[src/rtl/i2c_ioexp_slave.sv]
module i2c_ioexp_slave #(
  parameter int SYNC_STAGES = 2,
  parameter logic [3:0] ADDR_HI = 4'b0111
) (
  input  logic       clk,
  input  logic       rst_n,
  input  logic       scl_i,
  input  logic       sda_i,
  input  logic [2:0] addr_sel,
  input  logic [7:0] port_in,
  output logic       sda_pull,
  output logic       scl_pull,
  output logic [7:0] out_reg,
  output logic [7:0] pol_reg,
  output logic [7:0] cfg_reg,
  output logic       in_read_ack
);
  localparam int BW = 8;
  localparam int CW = $clog2(BW + 1);

  typedef enum logic [2:0] {S_IDLE, S_RX, S_RXACK, S_TX, S_TXACK, S_IGN} st_t;
  typedef enum logic [1:0] {K_ADDR, K_CMD, K_DATA} kind_t;

  logic [SYNC_STAGES-1:0] scl_pipe, sda_pipe;
  logic scl_q, sda_q;
  wire scl_s = scl_pipe[SYNC_STAGES-1];
  wire sda_s = sda_pipe[SYNC_STAGES-1];

  always_ff @(posedge clk or negedge rst_n)
    if (!rst_n) begin
      scl_pipe <= '1;
      sda_pipe <= '1;
      scl_q    <= 1'b1;
      sda_q    <= 1'b1;
    end else begin
      scl_pipe <= {scl_pipe[SYNC_STAGES-2:0], scl_i};
      sda_pipe <= {sda_pipe[SYNC_STAGES-2:0], sda_i};
      scl_q    <= scl_s;
      sda_q    <= sda_s;
    end

  wire start    = scl_s && scl_q && sda_q && !sda_s;
  wire stop     = scl_s && scl_q && !sda_q && sda_s;
  wire scl_rise = scl_s && !scl_q;
  wire scl_fall = !scl_s && scl_q;

  st_t           state;
  kind_t         kind;
  logic [CW-1:0] bitcnt;
  logic [BW-1:0] shreg;
  logic [1:0]    ptr;
  logic          rw, nack;
  logic [BW-1:0] rd_val;

  always_comb
    case (ptr)
      2'd0:    rd_val = port_in ^ pol_reg;
      2'd1:    rd_val = out_reg;
      2'd2:    rd_val = pol_reg;
      default: rd_val = cfg_reg;
    endcase

  wire addr_hit = shreg[BW-1:1] == {ADDR_HI, addr_sel};
  wire commit   = state == S_RXACK && kind == K_DATA && scl_fall;

  assign scl_pull = 1'b0;

  always_ff @(posedge clk or negedge rst_n)
    if (!rst_n) begin
      state       <= S_IDLE;
      kind        <= K_ADDR;
      bitcnt      <= '0;
      shreg       <= '0;
      ptr         <= 2'd0;
      rw          <= 1'b0;
      nack        <= 1'b1;
      sda_pull    <= 1'b0;
      in_read_ack <= 1'b0;
    end else begin
      in_read_ack <= 1'b0;
      if (start) begin
        state    <= S_RX;
        kind     <= K_ADDR;
        bitcnt   <= '0;
        sda_pull <= 1'b0;
      end else if (stop) begin
        state    <= S_IDLE;
        sda_pull <= 1'b0;
      end else begin
        case (state)
          S_RX:
            if (scl_rise && bitcnt != CW'(BW)) begin
              shreg  <= {shreg[BW-2:0], sda_s};
              bitcnt <= bitcnt + 1'b1;
            end else if (scl_fall && bitcnt == CW'(BW)) begin
              if (kind == K_ADDR && !addr_hit) begin
                state <= S_IGN;
              end else begin
                if (kind == K_ADDR) rw <= shreg[0];
                if (kind == K_CMD)  ptr <= shreg[1:0];
                state    <= S_RXACK;
                sda_pull <= 1'b1;
              end
            end
          S_RXACK:
            if (scl_fall) begin
              bitcnt <= '0;
              if (kind == K_ADDR && rw) begin
                shreg    <= rd_val;
                sda_pull <= ~rd_val[BW-1];
                state    <= S_TX;
              end else begin
                sda_pull <= 1'b0;
                state    <= S_RX;
                kind     <= (kind == K_ADDR) ? K_CMD : K_DATA;
              end
            end
          S_TX:
            if (scl_fall) begin
              if (bitcnt == CW'(BW - 1)) begin
                state    <= S_TXACK;
                sda_pull <= 1'b0;
              end else begin
                bitcnt   <= bitcnt + 1'b1;
                shreg    <= {shreg[BW-2:0], 1'b0};
                sda_pull <= ~shreg[BW-2];
              end
            end
          S_TXACK:
            if (scl_rise) begin
              nack        <= sda_s;
              in_read_ack <= ptr == 2'd0;
            end else if (scl_fall) begin
              if (nack) begin
                state <= S_IGN;
              end else begin
                shreg    <= rd_val;
                sda_pull <= ~rd_val[BW-1];
                bitcnt   <= '0;
                state    <= S_TX;
              end
            end
          default: ;
        endcase
      end
    end

  always_ff @(posedge clk or negedge rst_n)
    if (!rst_n) begin
      out_reg <= '1;
      pol_reg <= '0;
      cfg_reg <= '1;
    end else if (commit) begin
      case (ptr)
        2'd1:    out_reg <= shreg;
        2'd2:    pol_reg <= shreg;
        2'd3:    cfg_reg <= shreg;
        default: ;
      endcase
    end

  a_r7_strobe_single: assert property (@(posedge clk) disable iff (!rst_n)
    in_read_ack |=> !in_read_ack);

  a_r2_quiet_when_unaddressed: assert property (@(posedge clk) disable iff (!rst_n)
    (state == S_IDLE || state == S_IGN) |-> !sda_pull);

  a_r8_stop_to_idle: assert property (@(posedge clk) disable iff (!rst_n)
    stop |=> state == S_IDLE);

  a_r6_hold_while_scl_high: assert property (@(posedge clk) disable iff (!rst_n)
    (state == S_TX && scl_s && !start && !stop) |=> $stable(sda_pull));

  a_r4_regs_move_on_ack_end: assert property (@(posedge clk) disable iff (!rst_n)
    !$stable({out_reg, pol_reg, cfg_reg}) |-> $past(state == S_RXACK && kind == K_DATA));

  a_r5_pointer0_no_write: assert property (@(posedge clk) disable iff (!rst_n)
    (state == S_RXACK && kind == K_DATA && ptr == 2'd0) |=> $stable({out_reg, pol_reg, cfg_reg}));

  a_r1_no_clock_stretch: assert property (@(posedge clk) disable iff (!rst_n)
    !scl_pull);
endmodule

[config.mk]
export PLATFORM = sky130hd
export DESIGN_NAME = i2c_ioexp_slave
export DESIGN_NICKNAME = d
export VERILOG_FILES = /design/src/rtl/i2c_ioexp_slave.sv
export SDC_FILE = /design/constraint.sdc
export NUM_CORES = 1
export LEC_CHECK = 0
export CORE_MARGIN = 1
export CORE_UTILIZATION = 50
export CTS_CLUSTER_SIZE = 12
export DETAILED_ROUTE_END_ITERATION = 6
export GPL_ROUTABILITY_DRIVEN = 0
export GPL_TIMING_DRIVEN = 0
export PLACE_DENSITY = 0.76
export SYNTH_ARGS = -nofsm -noshare
export SYNTH_HDL_FRONTEND = slang
export SYNTH_SLANG_ARGS = --single-unit
[constraint.sdc]
create_clock -name clk -period 3.7 [get_ports clk]
set_clock_uncertainty 0.2 [all_clocks]
set_input_delay 0.74 -clock clk [delete_from_list [all_inputs] [get_ports clk]]
set_output_delay 0.74 -clock clk [all_outputs]
set_load 0.005 [all_outputs]
==> results of run 1 <==
[synth_stat cells (all sizes together) (8+ instances only)]
master,number
o21ai,12
dfstp,23
mux2,38
nor2b,16
nand3,8
nor2,15
a21oi,14
dfrtp,30
nand2,26
clkbuf,8
[cells by family after synthesis]
family / synth area share, %
other: 0.130
buffers and inverters: 2.38
and+or+nand+nor: 18.5
xor gates and xnor gates: 1.21
AOI/OAI and AO/OA: 14.1
DFF: 46.9
muxes: 15.9
adders and majority gates: 0.866
[how the worst min path moves through the flow]
stage	from	to	slack, ps	cells after the start
after detailed placement	scl_pipe[0]	scl_pipe[1]	150	0
after CTS	rst_n	bitcnt[2]	140	1
final	rst_n	pol_reg[7]	140	1
after global routing	rst_n	bitcnt[2]	150	1
after floorplan	scl_pipe[0]	scl_pipe[1]	150	0
after global placement	scl_pipe[0]	scl_pipe[1]	150	0
[routing by layer]
layer | vias up | share of wire (%)
met5 | - | 0
met4 | 0 | 0.76
met3 | 5 | 6.3
met2 | 77 | 46
met1 | 1143 | 47
li1 | 1088 | -
[power groups by stage]
| stage | clock network, mW | registers, mW | logic, mW |
|---|---|---|---|
| 5_1_grt | 0.383 | 0.806 | 0.668 |
| 3_3_place_gp | 0 | 0.791 | 0.576 |
| 6_report | 0.353 | 0.790 | 0.604 |
| 4_1_cts | 0.363 | 0.788 | 0.603 |
| 3_5_place_dp | 0 | 0.798 | 0.598 |
| 2_1_floorplan | 0 | 0.756 | 0.456 |
[metrics by stage]
| stage | power, mW | hold slack [ps] | instance area, um2 | std cells | setup WS [ps] |
|---|---|---|---|---|---|
| detailed placement | 1.40 | 147 | 3390 | 386 | 1010 |
| global route | 1.86 | 154 | 3490 | 394 | 801 |
| floorplan | 1.21 | 145 | 2890 | 273 | 1500 |
| CTS | 1.75 | 140 | 3490 | 394 | 978 |
| global placement | 1.37 | 146 | 3380 | 385 | 138 |
| finish | 1.75 | 136 | 3490 | 394 | 912 |
[layout make-up]
class / count / area (um2)
repair buffers: 41 / 415
well taps: 72 / 90.1
clock inverters: 2 / 16.3
multi-input cells: 205 / 1460
plain buffers: 13 / 61.3
inverters: 2 / 7.51
flip-flops and latches: 53 / 1360
fillers: 488 / 2050
clock buffers: 6 / 82.6
==> impl_metrics.tcl, run 1 <==
set metrics [dict create \
    outcome "finished, final reports clean" \
    cpPeakStageDelay_ps 570 \
    synth_top_area_share_pct 26.0 \
    use_met3_pct 4.71 \
    cp_top_family "buffers and inverters" \
    worstMarginPinSlew_ps 722 \
    crit_buf_inv 2 \
    path_depth 5 \
    r2r-end "out_reg[6]" \
    yosysWarnings 0 \
    seqPwrFrac_pct 45.2 \
    wl_per_cell_um 16.8 \
    cts_max_level 2 \
    cp-endpoint "out_reg[6]" \
    grt_start_max_net_pins 39 \
    p_int_mw 1.11 \
    num_vias 2313 \
    cts_sinks 53 \
    syn_area_per_cell_um2 10.6 \
    drc 0 \
    p_clk_share_pct 20.2 \
    finalCritPeriodShare_pct 75.4 \
    drtIter0Drc 203 \
    hp-class "in2async" \
    fp.dieH_um 78.0 \
    mostFrequentLayoutCells "clkdlybuf4s50_1 (39), mux2_2 (38), dfrtp_1 (30), nand2_1 (26), dfstp_2 (23)" \
    drv_cap 0 \
    power.switching_uw 634 \
    p_comb_share_pct 34.6 \
    crit_type "reg2reg" \
    async_flop_share_pct 100 \
    layout_commonest_cell "clkdlybuf4s50_1" \
    report.final.setup_viol 0 \
    cts_tree "built" \
    hold_buffers 0 \
    grt_pass1_vias 2134 \
    path_cells "clkbuf_1 > buf_1 > nand2_1 > nor2_2 > mux2_2" \
    rsz0062_at_grt "no" \
    r2r_setup_slack_ps 910 \
    antenna_found_initial 0 \
    numCtsBuffers 5 \
    totalWireLength_um 6600 \
    port_buffers 40 \
    hold_viol_final 0 \
    relSlewSlack_pct 51.8 \
    grtUsageMet2_pct 34.3 \
    dieArea_um2 6080 \
    rows 27 \
    post-route-util_pct 63.0 \
    min_period_ps 2790 \
    ys.flop_type "dfrtp_1" \
    cts_resized 0 \
    area_growth_syn_to_layout_pct 20.9 \
    vdd_drop_max_mv 0.234 \
    sw_frac_of_total_pct 36.3 \
    crit_slowest_cell "dfrtp_1" \
    floorplan.initialDensity_pct 52.1 \
    synth_nets 290 \
    netlist_area_um2 2890 \
    finalNetCount 338 \
    cp_max_fo 10 \
    dp_hpwl_um 4630 \
    synth_edf_count 0 \
    critPathLaunchType "flop" \
    synth_top_cell_by_area "dfrtp_1" \
    required_ps 3730 \
    io_pins 42 \
    viasPerCell 5.87 \
    endpoint_kind "flop" \
    powerDensity_nw_per_um2 500 \
    ant_nets 0 \
    diodes 0 \
    drive_above_1_share_pct 25.5 \
    track_usage_pct 22.8 \
    slew_viol_final 0 \
    dr.pass1.iters 4 \
    ys_types 52 \
    grt_use_met1_pct 33.4 \
    yosysSeqAreaShare_pct 46.9 \
    post-cts-setup-buffers 0 \
    setup-tns-final_ps 0 \
    grt_pass1_wl_um 10700 \
    power.leakage_nw 1.40 \
    fp.coreArea_um2 5540 \
    cts_buffer_depth 2 \
    setup.worst_path.start "ptr[0]" \
    worstRegToRegCells 5 \
    r2r-start "ptr[0]" \
    synth_area_leaders "dfrtp_1 (26%), dfstp_2 (21%), mux2_2 (15%)" \
    clk_pin_slew_worst_paths_ps 100 \
    cts_root_buf "clkbuf_8" \
    arrival_ps 2820 \
    synth_seq_cells 53 \
    die_x_um 78.0 \
    clk_latency_ps 310 \
    fmax_mhz 359 \
    syn_inst 273 \
    busiest_layer "met2" \
    grt_overflow_total 0 \
]
Power figures use the tool's default switching activity.
==> run 2, diff against run 1 <==
--- a/config.mk
+++ b/config.mk
@@ -6,12 +6,12 @@
 export NUM_CORES = 1
 export LEC_CHECK = 0
 export CORE_MARGIN = 1
-export CORE_UTILIZATION = 50
+export CORE_UTILIZATION = 49
 export CTS_CLUSTER_SIZE = 12
 export DETAILED_ROUTE_END_ITERATION = 6
 export GPL_ROUTABILITY_DRIVEN = 0
 export GPL_TIMING_DRIVEN = 0
-export PLACE_DENSITY = 0.76
+export PLACE_DENSITY = 0.78
 export SYNTH_ARGS = -nofsm -noshare
 export SYNTH_HDL_FRONTEND = slang
 export SYNTH_SLANG_ARGS = --single-unit
==> constraint.sdc (replaced) <==
create_clock -name clk -period 2.2 [get_ports clk]
set_clock_uncertainty 0.2 [all_clocks]
set_input_delay 0.44 -clock clk [delete_from_list [all_inputs] [get_ports clk]]
set_output_delay 0.44 -clock clk [all_outputs]
set_load 0.005 [all_outputs]
==> run 2 against run 1 <==
Effect of this change: wire length is 8.8% higher; via count is 2.4% higher; highest routed layer unchanged; largest power group unchanged; die area is 2.0% higher; register-to-register slack worse by 900 ps.
==> impl_metrics.tcl, run 2 (synthesis gave the netlist of run 1 again) <==
set metrics [dict create \
    drtIter0Drc 149 \
    die_x_um 78.8 \
    crit_buf_inv 1 \
    crit_slowest_cell "dfrtp_2" \
    grt_pass1_wl_um 11400 \
    port_buffers 40 \
    grt_overflow_total 0 \
    ant_nets 0 \
    drive_above_1_share_pct 32.4 \
    min_period_ps 2180 \
    dp_slack_ps -493 \
    required_ps 2200 \
    critPathLaunchType "flop" \
    dieArea_um2 6200 \
    nFillCells 442 \
    fp.dieH_um 78.8 \
    cts_buffer_depth 2 \
    r2r_setup_slack_ps 20 \
    fp.coreArea_um2 5610 \
    clk_latency_ps 310 \
    track_usage_pct 24.2 \
    drv_cap 0 \
    floorplan.initialDensity_pct 51.5 \
    place_inst 386 \
    cts_root_buf "clkbuf_8" \
    finalNetCount 346 \
    power.total_mw 3.19 \
    totalWireLength_um 7190 \
    diodes 0 \
    area_growth_syn_to_layout_pct 27.9 \
    outcome "finished, final reports clean" \
    grt_pass1_vias 2329 \
    report.final.setup_viol 0 \
    layout_commonest_cell "clkdlybuf4s50_1" \
    drc 0 \
    fin_cells 402 \
    dp_hpwl_um 4730 \
    io_pins 42 \
    viasPerCell 5.89 \
    rsz0062_at_grt "yes" \
    path_cells "clkbuf_4 > mux2_2 > o21ai_0 > o21ai_0 > mux2_2" \
    finalCritPeriodShare_pct 99.3 \
    antenna_found_initial 0 \
    hp-class "reg2reg" \
    dr.pass1.iters 4 \
    grt_start_max_net_pins 38 \
    cpPeakStageDelay_ps 480 \
    crit_type "reg2reg" \
    rows 27 \
    cts_sinks 53 \
    cp_max_fo 10 \
    cts_max_level 2 \
    vdd_drop_max_mv 0.510 \
    cts_tree "built" \
    mostFrequentLayoutCells "clkdlybuf4s50_1 (39), mux2_2 (38), dfrtp_1 (28), nand2_1 (26), dfstp_2 (23)" \
    hold_viol_final 0 \
    worstMarginPinSlew_ps 607 \
    cp_top_family "multiplexers" \
    wl_per_cell_um 17.9 \
    arrival_ps 2180 \
    power.leakage_nw 1.50 \
    clk_pin_slew_worst_paths_ps 90 \
    endpoint_kind "flop" \
    num_vias 2369 \
    slew_viol_final 0 \
    relSlewSlack_pct 59.5 \
    layout_setup_ws_ps 16.3 \
    powerDensity_nw_per_um2 864 \
    fmax_mhz 458 \
    numCtsBuffers 5 \
]
-- run 2: per-layer routing --
metal,track usage (%),wire length (um),vias up
li1,-,-,1108
met1,32.9,3050,1155
met2,39.0,3550,86
met3,3.10,388,20
met4,10.2,201,0
met5,0,0,-
-- run 2: metrics by stage --
stage | instance area (um2) | hold slack, ps | TNS, ps | util, %
floorplan | 2890 | -55.6 | 0 | -
global placement | 3380 | 146 | -53360 | 60.3
detailed placement | 3390 | 147 | -13070 | 60.5
CTS | 3630 | 161 | -0.474 | 64.7
global route | 3690 | 167 | -71.0 | 65.8
finish | 3690 | 159 | 0 | 65.8
-- run 2: worst paths after layout --
kind / startpoint / endpoint / cells past startpoint
worst max-delay path: ptr[0] / shreg[7] / 5
worst min-delay path: scl_pipe[0] / scl_pipe[1] / 0
worst max register to register: ptr[0] / shreg[7] / 5
worst min register to register: scl_pipe[0] / scl_pipe[1] / 0
max in group asynchronous: rst_n / cfg_reg[6] / 3
min in group asynchronous: rst_n / pol_reg[1] / 2
-- run 2: cell type report --
class	count	area, um2	share of cell area [%]
sequential	53	1360	36.8
multi-input combinational	205	1550	41.9
clock buffer	6	72.6	1.97
tap	72	90.1	2.44
inverter	2	7.51	0.203
timing repair buffer	50	502	13.6
buffer	12	76.3	2.07
clock inverter	2	38.8	1.05
-- run 2: what timing repair did --
item | CTS | global route
pin swaps | 4 | 3
endpoints found under the hold margin | 6 | 0
buffers inserted | 4 | 4
resized for setup | 17 | 14
endpoints found under the setup margin | 34 | 34
hold buffers | 1 | 0
-- run 2: where the power goes --
part	switching [mW]	internal (mW)
combinational	0.598	0.594
sequential	0.204	1.13
clock	0.323	0.344
total	1.13	2.06
==> run 3, diff against run 2 <==
--- a/config.mk
+++ b/config.mk
@@ -6,12 +6,12 @@
 export NUM_CORES = 1
 export LEC_CHECK = 0
 export CORE_MARGIN = 1
-export CORE_UTILIZATION = 49
+export CORE_UTILIZATION = 45
 export CTS_CLUSTER_SIZE = 12
 export DETAILED_ROUTE_END_ITERATION = 6
 export GPL_ROUTABILITY_DRIVEN = 0
 export GPL_TIMING_DRIVEN = 0
-export PLACE_DENSITY = 0.78
+export PLACE_DENSITY = 0.73
 export SYNTH_ARGS = -nofsm -noshare
 export SYNTH_HDL_FRONTEND = slang
 export SYNTH_SLANG_ARGS = --single-unit
==> run 3 against run 2 <==
Effect of this change: design area rose by 0.44%; clock power decreased by 8.4%; core utilization is 4.7 points lower; largest power group unchanged; via count is 2.4% lower; sequential share of layout area fell by 0.13 points; critical endpoint is now shreg[1]; critical path depth rose by 1; die area up 8.6%; critical path type unchanged; register-to-register slack gained 30 ps; wire length down 7.1%.
==> impl_metrics.tcl, run 3 (synthesis gave the netlist of run 1 again) <==
set metrics [dict create \
    critPathLaunchType "flop" \
    track_usage_pct 21.1 \
    grt_overflow_total 0 \
    powerDensity_nw_per_um2 857 \
    finalNetCount 348 \
    antenna_found_initial 0 \
    grt_start_max_net_pins 35 \
    cts_sinks 53 \
    fmax_mhz 464 \
    cts_max_level 2 \
    dp_hpwl_um 4600 \
    finalCritPeriodShare_pct 98.0 \
    cts_tree "built" \
    ant_nets 0 \
    sw_frac_of_total_pct 35.0 \
    drc 0 \
    fp.coreArea_um2 6060 \
    path_common_cell "buf_4" \
    num_vias 2311 \
    crit_buf_inv 2 \
    p_int_mw 2.07 \
    required_ps 2200 \
    layout_setup_ws_ps 43.7 \
    place_inst 389 \
    dr.pass1.iters 6 \
    clk_pin_slew_worst_paths_ps 90 \
    die_x_um 82.1 \
    mostFrequentLayoutCells "clkdlybuf4s50_1 (39), mux2_2 (38), dfrtp_1 (27), nand2_1 (26), dfstp_2 (23)" \
    cp_top_family "flip-flops" \
    seqPwrFrac_pct 42.6 \
    power.leakage_nw 1.51 \
    min_period_ps 2160 \
    grt_pass1_vias 2151 \
    crit_type "reg2reg" \
    p_clk_share_pct 19.3 \
    path_cells "buf_4 > or3b_2 > nand2_1 > a2111oi_4 > buf_4 > mux2_2" \
    port_buffers 40 \
    worstMarginPinSlew_ps 581 \
    hold_viol_final 0 \
    clk_latency_ps 310 \
    totalWireLength_um 6680 \
    outcome "finished, final reports clean" \
    fp.dieH_um 82.1 \
    dieArea_um2 6740 \
    diodes 0 \
    p_comb_share_pct 38.2 \
    cts_buffer_depth 2 \
    wl_met2_um 2940 \
    io_pins 42 \
    cts_root_buf "clkbuf_8" \
    rows 28 \
    viasPerCell 5.68 \
    fin_cells 407 \
    numCtsBuffers 5 \
    arrival_ps 2150 \
    wl_per_cell_um 16.4 \
    drive_above_1_share_pct 32.8 \
    drtIter0Drc 125 \
    hp-class "reg2reg" \
    relSlewSlack_pct 61.2 \
    crit_slowest_cell "dfrtp_2" \
    cp_max_fo 5 \
    drv_cap 0 \
    dp_slack_ps -525 \
    layout_commonest_cell "clkdlybuf4s50_1" \
    wl_met1_um 3350 \
    report.final.setup_viol 0 \
    vdd_drop_max_mv 0.500 \
    met3WireLength_um 274 \
    slew_viol_final 0 \
    floorplan.initialDensity_pct 47.6 \
    grt_pass1_wl_um 10500 \
    area_growth_syn_to_layout_pct 28.4 \
    endpoint_kind "flop" \
    routed.top_layer "met4" \
    cpPeakStageDelay_ps 460 \
    power.switching_mw 1.11 \
]
==> run 3: timing repair <==
item                       4_1_cts  5_1_grt
hold endpoints to repair         8        0
setup endpoints to repair       33       29
pin swaps                        2        6
resized for setup               16        9
hold buffers                     1        0
setup buffers                    6        6
==> run 3: worst paths after layout <==
| path | start | end | slack (ps) | cells after the start |
|---|---|---|---|---|
| hold / removal | sda_pipe[0] | sda_pipe[1] | 160 | 0 |
| setup reg to reg | state[2] | shreg[1] | 40 | 6 |
| min in group asynchronous | rst_n | bitcnt[3] | 400 | 2 |
| setup / recovery | state[2] | shreg[1] | 40 | 6 |
| max in group asynchronous | rst_n | out_reg[4] | 800 | 3 |
| hold reg to reg | sda_pipe[0] | sda_pipe[1] | 160 | 0 |
==> run 3: through the flow <==
stage	power, mW	TNS [ps]	hold WS (ps)	cell area (um2)	util [%]
CTS	3.04	0	161	3620	59.8
finish	3.18	0	161	3710	61.2
floorplan	2.04	0	-55.6	2890	-
detailed placement	2.33	-13440	147	3400	56.1
global placement	2.30	-54490	147	3380	55.8
global route	3.37	-7.92	166	3710	61.2
==> run 3: worst reg2reg max path: stages (launching register included) <==
cell and delay [ps]:
dfrtp_2 460, buf_4 150, or3b_2 210, nand2_1 110, a2111oi_4 390, buf_4 200
mux2_2 330
==> run 3: per-layer routing <==
layer	vias up	GRT usage (%)
li1	1116	-
met1	1129	29.8
met2	56	32.0
met3	10	3.96
met4	0	7.54
met5	-	0
==> run 3: power groups by stage <==
stage               sequential, mW  combinational (mW)  clock, mW
floorplan                     1.27               0.767          0
global placement              1.33               0.969          0
detailed placement            1.34               0.992          0
CTS                           1.35                1.07      0.626
global route                  1.38                1.32      0.667
finish                        1.35                1.21      0.612
==> run 3: layout make-up <==
type / count / area, um2
fillers: 504 / 2350
plain buffers: 10 / 53.8
inverters: 2 / 7.51
clock inverters: 1 / 8.76
multi-input cells: 205 / 1550
repair buffers: 54 / 538
flip-flops and latches: 53 / 1360
well taps: 75 / 93.8
clock buffers: 7 / 96.3
